--- src/rtl/dram_pmux_pkg.sv ---
// Shared types and helpers for the DRAM page-mode address multiplexer.
// Assumes a 16-bit control register with fields at fixed bit positions.
package dram_pmux_pkg;

    localparam int CFG_W      = 16;
    localparam int BIT_BURST  = 12;
    localparam int BIT_DUTY   = 11;
    localparam int BIT_MUX    = 10;
    localparam int BIT_SH_LO  = 8;

    typedef enum logic [1:0] {
        ST_IDLE,
        ST_PRE,
        ST_RAS,
        ST_COL
    } seq_state_e;

    typedef struct packed {
        logic       burst;
        logic       duty35;
        logic       mux;
        logic [1:0] shcode;
    } cfg_t;

    // Map the 2-bit shift code to a bit count; the reserved code acts as 00.
    function automatic logic [3:0] row_shift(input logic [1:0] code);
        case (code)
            2'b01:   row_shift = 4'd9;
            2'b10:   row_shift = 4'd10;
            default: row_shift = 4'd8;
        endcase
    endfunction

endpackage

--- src/rtl/dram_pmux_cfg.sv ---
// Control register. Holds burst, duty, multiplex and shift fields.
// Assumes writes take effect on the next clock edge; unused bits read 0.
module dram_pmux_cfg
    import dram_pmux_pkg::*;
(
    input  logic             clk,
    input  logic             rst_n,
    input  logic             we,
    input  logic [CFG_W-1:0] wdata,
    output cfg_t             cfg,
    output logic [CFG_W-1:0] rdata
);

    logic unused_wbits;
    assign unused_wbits = ^{wdata[15:13], wdata[7:0]};

    // Capture the writable fields.
    always_ff @(posedge clk) begin
        if (!rst_n) begin
            cfg <= '0;
        end else if (we) begin
            cfg.burst  <= wdata[BIT_BURST];
            cfg.duty35 <= wdata[BIT_DUTY];
            cfg.mux    <= wdata[BIT_MUX];
            cfg.shcode <= wdata[BIT_SH_LO+1:BIT_SH_LO];
        end
    end

    // Assemble the read view with zero reserved bits.
    always_comb begin
        rdata                         = '0;
        rdata[BIT_BURST]              = cfg.burst;
        rdata[BIT_DUTY]               = cfg.duty35;
        rdata[BIT_MUX]                = cfg.mux;
        rdata[BIT_SH_LO+1:BIT_SH_LO]  = cfg.shcode;
    end

endmodule

--- src/rtl/dram_pmux_page.sv ---
// Open-row tracker. Stores the row of the last access, detects page hits
// over address bits AW-1:S, and closes the page on a register write or
// after IDLE_TO idle cycles. Assumes start and done come from the sequencer.
module dram_pmux_page
    import dram_pmux_pkg::*;
#(
    parameter int AW      = 28,
    parameter int IDLE_TO = 32
) (
    input  logic          clk,
    input  logic          rst_n,
    input  logic          cfg_we,
    input  logic          burst,
    input  logic [3:0]    shift,
    input  logic [AW-1:0] addr,
    input  logic          start,
    input  logic          done,
    input  logic          idle,
    output logic          open_q,
    output logic          hit
);

    localparam int ITW = $clog2(IDLE_TO + 1);
    localparam logic [ITW-1:0] TO_LAST = ITW'(IDLE_TO - 1);

    logic [AW-1:0]  row_q;
    logic           dirty_q;
    logic [ITW-1:0] idle_cnt;
    logic [AW-1:0]  cmp_mask;
    logic           timeout;

    // Compare mask covering the row bits for the current shift code.
    always_comb begin
        cmp_mask = {AW{1'b1}} << shift;
        hit      = open_q && burst && !cfg_we && (((addr ^ row_q) & cmp_mask) == '0);
        timeout  = idle && open_q && (idle_cnt == TO_LAST);
    end

    // Remember the row of each accepted access.
    always_ff @(posedge clk) begin
        if (!rst_n)
            row_q <= '0;
        else if (start)
            row_q <= addr;
    end

    // Track register writes that land during an access.
    always_ff @(posedge clk) begin
        if (!rst_n)
            dirty_q <= 1'b0;
        else if (cfg_we)
            dirty_q <= 1'b1;
        else if (start)
            dirty_q <= 1'b0;
    end

    // Count idle cycles while a page is open.
    always_ff @(posedge clk) begin
        if (!rst_n || !idle || !open_q)
            idle_cnt <= '0;
        else if (!timeout)
            idle_cnt <= idle_cnt + 1'b1;
    end

    // Open or close the page.
    always_ff @(posedge clk) begin
        if (!rst_n)
            open_q <= 1'b0;
        else if (cfg_we || timeout)
            open_q <= 1'b0;
        else if (done)
            open_q <= burst && !dirty_q;
    end

endmodule

--- src/rtl/dram_pmux_seq.sv ---
// Access sequencer. Runs precharge, row and column phases, drives the
// strobes and the multiplexed address. Assumes one tick per clock cycle
// and a request that is accepted only while idle.
module dram_pmux_seq
    import dram_pmux_pkg::*;
#(
    parameter int AW      = 28,
    parameter int TICKS   = 20,
    parameter int PRE_CYC = 4,
    parameter int RCD_CYC = 3
) (
    input  logic          clk,
    input  logic          rst_n,
    input  logic          req,
    input  logic [AW-1:0] addr,
    input  cfg_t          cfg,
    input  logic          hit,
    input  logic          page_open,
    output logic          start,
    output logic          done,
    output logic          busy,
    output logic          ras_n,
    output logic          cas_n,
    output logic [AW-1:0] dram_addr
);

    localparam int HI50  = TICKS / 2;
    localparam int HI35  = (TICKS * 35) / 100;
    localparam int MAXA  = (TICKS > PRE_CYC) ? TICKS : PRE_CYC;
    localparam int MAXC  = (MAXA > RCD_CYC) ? MAXA : RCD_CYC;
    localparam int CW    = $clog2(MAXC + 1);
    localparam logic [CW-1:0] COL_LAST = CW'(TICKS - 1);
    localparam logic [CW-1:0] PRE_LAST = CW'(PRE_CYC - 1);
    localparam logic [CW-1:0] RCD_LAST = CW'(RCD_CYC - 1);
    localparam logic [CW-1:0] LO50     = CW'(TICKS - HI50);
    localparam logic [CW-1:0] LO35     = CW'(TICKS - HI35);

    seq_state_e    state_q;
    logic [CW-1:0] cnt_q;
    logic [AW-1:0] a_q;
    logic          mux_q;
    logic          duty_q;
    logic [3:0]    sh_q;
    logic [CW-1:0] lo_len;
    logic [AW-1:0] row_addr;
    logic [AW-1:0] col_addr;

    // Accept and finish strobes.
    always_comb begin
        start = req && (state_q == ST_IDLE);
        done  = (state_q == ST_COL) && (cnt_q == COL_LAST);
        busy  = (state_q != ST_IDLE);
    end

    // Snapshot address and settings at acceptance.
    always_ff @(posedge clk) begin
        if (!rst_n) begin
            a_q    <= '0;
            mux_q  <= 1'b0;
            duty_q <= 1'b0;
            sh_q   <= 4'd8;
        end else if (start) begin
            a_q    <= addr;
            mux_q  <= cfg.mux;
            duty_q <= cfg.duty35;
            sh_q   <= row_shift(cfg.shcode);
        end
    end

    // Phase state machine with a shared tick counter.
    always_ff @(posedge clk) begin
        if (!rst_n) begin
            state_q <= ST_IDLE;
            cnt_q   <= '0;
        end else begin
            case (state_q)
                ST_IDLE: begin
                    cnt_q <= '0;
                    if (start)
                        state_q <= hit ? ST_COL : ST_PRE;
                end
                ST_PRE: begin
                    if (cnt_q == PRE_LAST) begin
                        state_q <= ST_RAS;
                        cnt_q   <= '0;
                    end else begin
                        cnt_q <= cnt_q + 1'b1;
                    end
                end
                ST_RAS: begin
                    if (cnt_q == RCD_LAST) begin
                        state_q <= ST_COL;
                        cnt_q   <= '0;
                    end else begin
                        cnt_q <= cnt_q + 1'b1;
                    end
                end
                default: begin
                    if (cnt_q == COL_LAST) begin
                        state_q <= ST_IDLE;
                        cnt_q   <= '0;
                    end else begin
                        cnt_q <= cnt_q + 1'b1;
                    end
                end
            endcase
        end
    end

    // Row and column address forms.
    always_comb begin
        row_addr = mux_q ? (a_q >> sh_q) : a_q;
        col_addr = mux_q ? (a_q & ~({AW{1'b1}} << sh_q)) : a_q;
        lo_len   = duty_q ? LO35 : LO50;
    end

    // Strobe and address outputs per phase.
    always_comb begin
        ras_n     = 1'b1;
        cas_n     = 1'b1;
        dram_addr = '0;
        case (state_q)
            ST_IDLE: ras_n = !page_open;
            ST_PRE:  dram_addr = row_addr;
            ST_RAS: begin
                ras_n     = 1'b0;
                dram_addr = row_addr;
            end
            default: begin
                ras_n     = 1'b0;
                cas_n     = !(cnt_q < lo_len);
                dram_addr = col_addr;
            end
        endcase
    end

endmodule

--- src/rtl/dram_pmux.sv ---
// Top of the DRAM page-mode address multiplexer. Connects the control
// register, the open-row tracker and the access sequencer.
// Assumes a single master that waits for ack before the next request.
module dram_pmux
    import dram_pmux_pkg::*;
#(
    parameter int AW      = 28,
    parameter int TICKS   = 20,
    parameter int PRE_CYC = 4,
    parameter int RCD_CYC = 3,
    parameter int IDLE_TO = 32
) (
    input  logic          clk,
    input  logic          rst_n,
    input  logic          cfg_we,
    input  logic [15:0]   cfg_wdata,
    output logic [15:0]   cfg_rdata,
    input  logic          req,
    input  logic [AW-1:0] req_addr,
    output logic          busy,
    output logic          ack,
    output logic          ras_n,
    output logic          cas_n,
    output logic [AW-1:0] dram_addr
);

    cfg_t cfg;
    logic page_open;
    logic hit;
    logic start;
    logic done;

    dram_pmux_cfg u_cfg (
        .clk   (clk),
        .rst_n (rst_n),
        .we    (cfg_we),
        .wdata (cfg_wdata),
        .cfg   (cfg),
        .rdata (cfg_rdata)
    );

    dram_pmux_page #(.AW(AW), .IDLE_TO(IDLE_TO)) u_page (
        .clk    (clk),
        .rst_n  (rst_n),
        .cfg_we (cfg_we),
        .burst  (cfg.burst),
        .shift  (row_shift(cfg.shcode)),
        .addr   (req_addr),
        .start  (start),
        .done   (done),
        .idle   (!busy),
        .open_q (page_open),
        .hit    (hit)
    );

    dram_pmux_seq #(.AW(AW), .TICKS(TICKS), .PRE_CYC(PRE_CYC), .RCD_CYC(RCD_CYC)) u_seq (
        .clk       (clk),
        .rst_n     (rst_n),
        .req       (req),
        .addr      (req_addr),
        .cfg       (cfg),
        .hit       (hit),
        .page_open (page_open),
        .start     (start),
        .done      (done),
        .busy      (busy),
        .ras_n     (ras_n),
        .cas_n     (cas_n),
        .dram_addr (dram_addr)
    );

    assign ack = done;

endmodule

--- config.mk ---
export PLATFORM = sky130hd
export DESIGN_NAME = dram_pmux
export DESIGN_NICKNAME = d
export VERILOG_FILES = /design/src/rtl/dram_pmux_pkg.sv /design/src/rtl/dram_pmux_cfg.sv /design/src/rtl/dram_pmux_page.sv /design/src/rtl/dram_pmux_seq.sv /design/src/rtl/dram_pmux.sv
export SDC_FILE = /design/constraint.sdc
export NUM_CORES = 1
export LEC_CHECK = 0
export ABC_AREA = 1
export BUFFER_PORTS_ARGS = -buffer_cell sky130_fd_sc_hd__buf_2
export CORE_ASPECT_RATIO = 0.5
export CORE_MARGIN = 5
export CORE_UTILIZATION = 52
export DETAILED_ROUTE_END_ITERATION = 8
export PLACE_DENSITY = 0.83
export SLEW_MARGIN = 0
export SYNTH_ARGS = -nofsm -noshare
export SYNTH_HDL_FRONTEND = slang
export SYNTH_SLANG_ARGS = --single-unit
--- constraint.sdc ---
create_clock -name clk -period 2.5 [get_ports clk]
set_clock_uncertainty 0.2 [all_clocks]
set_input_delay 0.375 -clock clk [delete_from_list [all_inputs] [get_ports clk]]
set_output_delay 0.375 -clock clk [all_outputs]
set_load 0.05 [all_outputs]
==> flow_summary.json <==
{
  "status": "finished, final reports clean",
  "ios": 96,
  "yosysUniqueCellTypes": 40,
  "synth_most_common_cell": "nand2_1",
  "cts_tree": "built",
  "slowest_stage": "dfxtp_4",
  "max_freq_mhz": 405.0,
  "clk_pin_slew_ps": 70,
  "p_leak_nw": 1.935,
  "drc": 0,
  "cp_top_family": "buffers and inverters",
  "top_usage_layer": "met2",
  "netlist_instances": 514,
  "path_cells": "inv_1 -> ha_4 -> buf_4 -> inv_2 -> nor2_1 -> a22o_1 -> clkbuf_4",
  "final_antenna_net_count": 0,
  "dpl.hpwl_um": 6711,
  "chipHeight_um": 66.36,
  "nFillCells": 551,
  "cp_slowest_stage_delay_ps": 380,
  "ys_ff_latch": 52,
  "min_period_ps": 2469,
  "drive_above_1_share_pct": 22.03,
  "clkLatencyLatePin_ps": 300,
  "fin_crit_sh_pct": 98.77,
  "dieArea_um2": 8143,
  "hold_viol": 0,
  "use_met3_pct": 4.103,
  "grt_max_degree": 52,
  "final_area_um2": 4061,
  "track_usage_pct": 22.07,
  "syn_avg_cell_area_um2": 6.426,
  "setup_viol": 0,
  "ys_seq_area_share_pct": 31.52,
  "hold_class": "input pin to flop",
  "die_w_um": 122.7,
  "p_per_area_nw_per_um2": 1027,
  "drt_iter0_markers": 263,
  "grt_overflow": 0,
  "wl_per_cell_um": 13.22,
  "placementRows": 20,
  "met1_usage_pct": 27.52,
  "wl_um": 8961,
  "start_kind": "flop",
  "dpl_cell_area_um2": 3746,
  "fp.coreArea_um2": 6106,
  "num_vias": 3494,
  "cp.arrival_ps": 1890,
  "finalNetCount": 649,
  "cts_sinks": 52,
  "cap_violations": 0,
  "crit_required_ps": 1920,
  "maxSlewViolCount": 0,
  "cp_max_fo": 6,
  "yosys-top-cells-count": "nand2_1, nor2_1, o21ai_0, inv_1, dfxtp_1",
  "h-tree-depth": 2,
  "multi_input_area_um2": 1928,
  "synth_area_um2": 3303,
  "ir_drop_v": 0.0004283,
  "ctsHoldBuffers": 0,
  "start_util_pct": 54.10,
  "clockBufferDepth": 2,
  "dr.pass1.iters": 5,
  "met2_usage_pct": 38.89,
  "diodes": 0,
  "end_kind": "primary output",
  "numCtsBuffers": 5,
  "io_buffer_count": 73,
  "synth.top_cell.area_share_pct": 31.52,
  "final_core_util_pct": 66.52,
  "clock-root-buffer": "clkbuf_16",
  "hold_ws_ps": 96.44,
  "avgViaCountPerCell": 5.153,
  "synth_top_area_cell": "dfxtp_1",
  "critPathKind": "flop to primary output",
  "finalWeightedCongestion": 0.9229,
  "yosys_warnings": 0,
  "syn_to_final_growth_pct": 22.95,
  "ys_top_cells_by_area": "dfxtp_1, nand2_1, o21ai_0",
  "register_area_um2": 1049,
  "grt_pass1_vias": 3161,
  "postSynth.asyncResetShare_pct": 0,
  "synth-edff-count": 0,
  "critPathBufInv": 4,
  "grt_pass1_wl_um": 14290,
  "antenna_found_initial": 0,
  "synth_ff_type": "dfxtp_1"
}
==> registers in the layout, indices dropped and copies added, names as in the netlist <==
signal	cells
u_seq.mux_q	1
u_page.idle_cnt	6
u_seq.sh_q	2
u_page.row_q	28
u_seq.duty_q	1
u_seq.cnt_q	5
u_page.dirty_q	1
u_cfg.cfg	5
u_seq.state_q	2
u_page.open_q	1
==> power breakdown <==
group / switching (W) / total [W] / internal (W)
Sequential: 0.000145 / 0.00113 / 0.000988
Clock: 0.000337 / 0.000814 / 0.000477
Combinational: 0.00153 / 0.00222 / 0.000699
==> repair_timing <==
item,in CTS,in global routing
setup buffers,2,3
gates resized for setup,14,18
setup endpoints to repair,23,18
pin swaps,3,4
==> path summary, 6_finish.rpt <==
path                     from                to  slack (ps)  cells past startpoint
min             cfg_wdata[10]      u_cfg.cfg[2]         100                      3
max reg2reg  u_seq.state_q[1]  u_seq.state_q[0]         690                      9
max          u_seq.state_q[1]     dram_addr[10]          30                      7
min reg2reg    u_seq.cnt_q[0]    u_seq.cnt_q[0]         270                      1
==> worst min-delay path, delay by kind of cell <==
kind / cells / cell delay (ps)
AND/OR/NAND/NOR: 2 / 110
buffers and inverters: 1 / 70
==> stage by stage <==
step	worst slack [ps]	TNS [ps]	instances	power, W
finish	30.70	0	678	0.004171
global route	-10.14	-11.05	678	0.004422
CTS	3.144	0	675	0.004097
detailed placement	160.3	0	665	0.003148
global placement	190.0	0	665	0.003110
floorplan	-3.912	-3.912	524	0.002663
==> logic make-up after synthesis <==
| logic type | synth area share, % |
|---|---|
| adders and majority gates | 4.545 |
| xor gates and xnor gates | 1.856 |
| DFF | 31.52 |
| and+or+nand+nor | 26.89 |
| buffers and inverters | 12.88 |
| AOI/OAI and AO/OA | 22.20 |
| other | 0.1135 |
==> per-layer routing <==
metal,routed length (µm),up-vias
met3,751,9
met4,89,0
li1,-,1787
met2,4146,132
met5,0,-
met1,3974,1566
==> final cells by class <==
type	instances	area share, %
multi-input cells	374	47.47
flip-flops and latches	52	25.82
repair buffers	85	13.19
inverters	71	6.593
clock buffers	5	3.081
well taps	88	2.711
clock inverters	3	1.140
==> placed cells by master, fill, tap and decap left out, types with 8 or more instances in the layout <==
| master | synthesis | routed |
|---|---|---|
| nand2_1 | 119 | 119 |
| buf_4 | 13 | 15 |
| a21oi_1 | 41 | 40 |
| inv_1 | 53 | 53 |
| buf_2 | 7 | 60 |
| conb_1 | 1 | 11 |
| inv_2 | 16 | 16 |
| nand3_1 | 15 | 15 |
| dfxtp_1 | 52 | 50 |
| ha_1 | 12 | 10 |
| nor2_1 | 64 | 64 |
| o21ai_0 | 61 | 59 |
| o21ai_1 | 6 | 8 |
Note: power is estimated with default switching activity, not from simulation.
